## config.mk

```make
export PLATFORM = sky130hd
export DESIGN_NAME = mag_cmp_slice
export DESIGN_NICKNAME = d
export VERILOG_FILES = /design/src/rtl/mag_cmp_pkg.sv /design/src/rtl/mag_word_order.sv /design/src/rtl/mag_tie_merge.sv /design/src/rtl/mag_cmp_slice.sv
export SDC_FILE = /design/constraint.sdc
export NUM_CORES = 1
export LEC_CHECK = 0
export ABC_AREA = 0
export BUFFER_PORTS_ARGS = -buffer_cell sky130_fd_sc_hd__buf_2
export CORE_AREA = 2 2 39 41
export DETAILED_ROUTE_END_ITERATION = 6
export DIE_AREA = 0 0 41 43
export PLACE_DENSITY = 0.38
export SLEW_MARGIN = 20
export SYNTH_ARGS = -nofsm -noshare
export SYNTH_HDL_FRONTEND = slang
export SYNTH_SLANG_ARGS = --single-unit
```

## constraint.sdc

```tcl
create_clock -name vclk -period 3.2
set_input_delay 0.32 -clock vclk [all_inputs]
set_output_delay 0.32 -clock vclk [all_outputs]
set_load 0.005 [all_outputs]
```

## src/rtl/mag_cmp_pkg.sv

```systemverilog
package mag_cmp_pkg;

  typedef struct packed {
    logic gt;
    logic lt;
    logic eq;
  } cmp_flags_t;

  // Folds the tie-break inputs into a verdict for equal local words.
  // A high equal input wins; otherwise each flag rises unless the opposite
  // tie-break input claims the result.
  function automatic cmp_flags_t fold_tie(input logic cg, input logic cl,
                                          input logic ce);
    cmp_flags_t r;
    if (ce) begin
      r = '{gt: 1'b0, lt: 1'b0, eq: 1'b1};
    end else begin
      r.gt = ~cl;
      r.lt = ~cg;
      r.eq = 1'b0;
    end
    return r;
  endfunction

endpackage

```

## src/rtl/mag_word_order.sv

```systemverilog
module mag_word_order #(
  parameter int WIDTH = 4
) (
  input  logic [WIDTH-1:0] a_i,
  input  logic [WIDTH-1:0] b_i,
  output logic             a_wins_o,
  output logic             b_wins_o,
  output logic             tie_o
);

  // same_above[i]: every bit above position i-1 matches
  logic [WIDTH:0]   same_above;
  logic [WIDTH-1:0] a_wins_at;
  logic [WIDTH-1:0] b_wins_at;

  assign same_above[WIDTH] = 1'b1;

  for (genvar i = WIDTH - 1; i >= 0; i--) begin : g_bit
    assign same_above[i] = same_above[i+1] & (a_i[i] ~^ b_i[i]);
    assign a_wins_at[i]  = same_above[i+1] & a_i[i] & ~b_i[i];
    assign b_wins_at[i]  = same_above[i+1] & ~a_i[i] & b_i[i];
  end

  assign a_wins_o = |a_wins_at;
  assign b_wins_o = |b_wins_at;
  assign tie_o    = same_above[0];

  // Gate-level scan against arithmetic ordering
  always_comb begin
    a_r7_scan_matches_magnitude: assert (a_wins_o == (a_i > b_i) &&
                                         b_wins_o == (a_i < b_i));
    a_r7_one_outcome: assert ($countones({a_wins_o, b_wins_o, tie_o}) == 1);
  end

endmodule

```

## src/rtl/mag_tie_merge.sv

```systemverilog
module mag_tie_merge
  import mag_cmp_pkg::*;
(
  input  logic a_wins_i,
  input  logic b_wins_i,
  input  logic tie_i,
  input  logic casc_gt_i,
  input  logic casc_lt_i,
  input  logic casc_eq_i,
  output logic gt_o,
  output logic lt_o,
  output logic eq_o
);

  cmp_flags_t tie_verdict;
  cmp_flags_t merged;

  assign tie_verdict = fold_tie(casc_gt_i, casc_lt_i, casc_eq_i);

  always_comb begin
    if (a_wins_i)      merged = '{gt: 1'b1, lt: 1'b0, eq: 1'b0};
    else if (b_wins_i) merged = '{gt: 1'b0, lt: 1'b1, eq: 1'b0};
    else               merged = tie_verdict;
  end

  assign gt_o = merged.gt;
  assign lt_o = merged.lt;
  assign eq_o = merged.eq;

  always_comb begin
    if (tie_i && casc_eq_i)
      a_r3_eq_dominates: assert (eq_o && !gt_o && !lt_o);
    if (tie_i && !casc_eq_i && !casc_gt_i && !casc_lt_i)
      a_r5_all_low_both_set: assert (gt_o && lt_o && !eq_o);
    if (tie_i && !casc_eq_i && casc_gt_i && casc_lt_i)
      a_r6_both_high_all_clear: assert (!gt_o && !lt_o && !eq_o);
  end

endmodule

```

## src/rtl/mag_cmp_slice.sv

```systemverilog
module mag_cmp_slice #(
  parameter int WIDTH = 4
) (
  input  logic [WIDTH-1:0] a_i,
  input  logic [WIDTH-1:0] b_i,
  input  logic             casc_gt_i,
  input  logic             casc_lt_i,
  input  logic             casc_eq_i,
  output logic             gt_o,
  output logic             lt_o,
  output logic             eq_o
);

  logic word_a_wins;
  logic word_b_wins;
  logic word_tie;

  mag_word_order #(.WIDTH(WIDTH)) u_order (
    .a_i      (a_i),
    .b_i      (b_i),
    .a_wins_o (word_a_wins),
    .b_wins_o (word_b_wins),
    .tie_o    (word_tie)
  );

  mag_tie_merge u_merge (
    .a_wins_i  (word_a_wins),
    .b_wins_i  (word_b_wins),
    .tie_i     (word_tie),
    .casc_gt_i (casc_gt_i),
    .casc_lt_i (casc_lt_i),
    .casc_eq_i (casc_eq_i),
    .gt_o      (gt_o),
    .lt_o      (lt_o),
    .eq_o      (eq_o)
  );

  always_comb begin
    if (a_i > b_i)
      a_r1_greater_ignores_tiebreak: assert (gt_o && !lt_o && !eq_o);
    if (a_i < b_i)
      a_r2_less_ignores_tiebreak: assert (lt_o && !gt_o && !eq_o);
    if (a_i == b_i && !casc_eq_i && (casc_gt_i ^ casc_lt_i))
      a_r4_single_tiebreak_passes: assert (gt_o == casc_gt_i &&
                                           lt_o == casc_lt_i && !eq_o);
  end

endmodule

```

==> reports/qor.yml <==
yosysSeqAreaShare_pct: 0
grt_overflow: 0
slew_headroom_pct: 75.11
place_hpwl_um: 431.9
first_pass_iters: 1
postCtsHoldBufs: 0
die_h_um: 43
power.total_uw: 41.56
grt_first_pass_wirelength_um: 814
wl_per_cell_um: 8.158
grt_pass1_vias: 206
share_comb_of_total_power_pct: 100.0
p_sw_share_pct: 46.56
drv_cap: 0
routabilityCongestion: 0.6565
nets: 56
drc: 0
syn_area_um2: 201.4
vias_per_cell: 4.018
multi_input_area_um2: 193.9
leakagePower_nw: 0.1406
hold_viol: 0
n_antenna_cell: 0
syn_inst: 27
n_clock_buffer: 0
wl_um: 465
place_ws_ns: 1.040
coreArea_um2: 1384
drtIter0Drc: 0
fin_util_pct: 21.07
rsz0062_at_grt: "false"
ant_nets: 0
fmax_mhz: 468.8
grt_use_total_pct: 6.094
path_class: "input pin to output port"
cts_resized: 0
start_util_pct: 14.56
grt_max_degree: 6
n_fill_cell: 159
run_status: "finished clean"
finalSetupTns_ns: 0
finalMaxSlewViolations: 0
avgSynthCellArea_um2: 7.461
io_pins: 14
start_kind: "input pin"
area_growth_pct: 44.72
synth_warnings: 0
crit_path_end_kind: "output port"
peakVddDrop_uv: 43.16
synth_nets: 40
cp_max_fo: 5
period_share_pct: 66.66
cellInternalPower_uw: 22.21
die_width_um: 41
dr_total_vias: 229
worstPathArrival_ns: 1.81
synth_cell_types: 19
setup_ws_ns: 1.067
hp-class: "input pin to output port"
clock_power_share_pct: 0
seq_cells: 0
worst_slew_pin_slew_ns: 0.3733
cp.required_ns: 2.88
io_buffers: 14
antenna_found_initial: 0
register_area_um2: 0
cts_setup_buffers: 0
power.density_nw_per_um2: 142.6
setup_viol: 0
die_area_um2: 1763
rows: 14
p_seq_share_pct: 0
fin_crit_ns: 2.133
p_switching_uw: 19.35
layout-drive-gt1-share_pct: 46.34
[kinds of logic after synthesis]
logic type | count (synthesis) | share of synthesized area [%]
simple gates | 11 | 37.27
compound gates | 9 | 33.53
xor+xnor | 3 | 13.05
fa+ha+maj | 2 | 12.42
buf+inv | 2 | 3.728
[per-layer routing]
metal / share of wire [%] / GRT usage (%)
met1: 54 / 9.810
met2: 37 / 9.375
met3: 9.0 / 0
met4: 0 / 0
met5: 0 / 0
[stage by stage]
stage                     instances  instance area [um2]  hold slack [ns]
after floorplan                  27                201.4           0.7908
after global placement           57                291.5            1.030
after detailed placement         57                291.5            1.025
after CTS                        57                291.5            1.030
after global routing             57                291.5            1.056
final                            57                291.5            1.012
[power by group through the flow]
stage,Sequential (mW),Combinational (mW),Clock (mW)
global route,0,0.0481,0
floorplan,0,0.0251,0
CTS,0,0.0426,0
global placement,0,0.0424,0
detailed placement,0,0.0424,0
finish,0,0.0416,0
[synth_stat cells, types with 2 or more instances]
cell | number | area, um2
a2bb2oi_1 | 2 | 17.52
a31oi_1 | 2 | 12.51
ha_1 | 2 | 25.02
inv_1 | 2 | 7.510
nand2b_1 | 2 | 12.51
nor2_1 | 2 | 7.510
xnor2_1 | 3 | 26.28
[worst max-delay path, stage by stage]
cell	delay, ns
buf_2	0.09
inv_1	0.04
ha_1	0.34
and3b_1	0.21
a311oi_2	0.38
a31oi_1	0.14
o21a_1	0.18
buf_2	0.12
[worst paths after layout]
path               start   end  slack, ns  cells after the start
setup / recovery  a_i[3]  lt_o       1.07                      8
hold / removal    a_i[0]  gt_o       1.01                      4
[final cells by class]
cell class	instances	area share, %
multi-input cells	25	66.52
well taps	16	6.867
repair buffers	14	24.03
inverters	2	2.575
[cells in the final DEF (no fill, tap or decap), types with 2 or more instances in the layout]
master / Yosys / routed
a2bb2oi_1: 2 / 2
inv_1: 2 / 2
nor2_1: 2 / 2
nand2b_1: 2 / 2
xnor2_1: 3 / 3
ha_1: 2 / 2
buf_2: 0 / 14
a31oi_1: 2 / 2
Note: power is estimated with default switching activity, not from simulation.
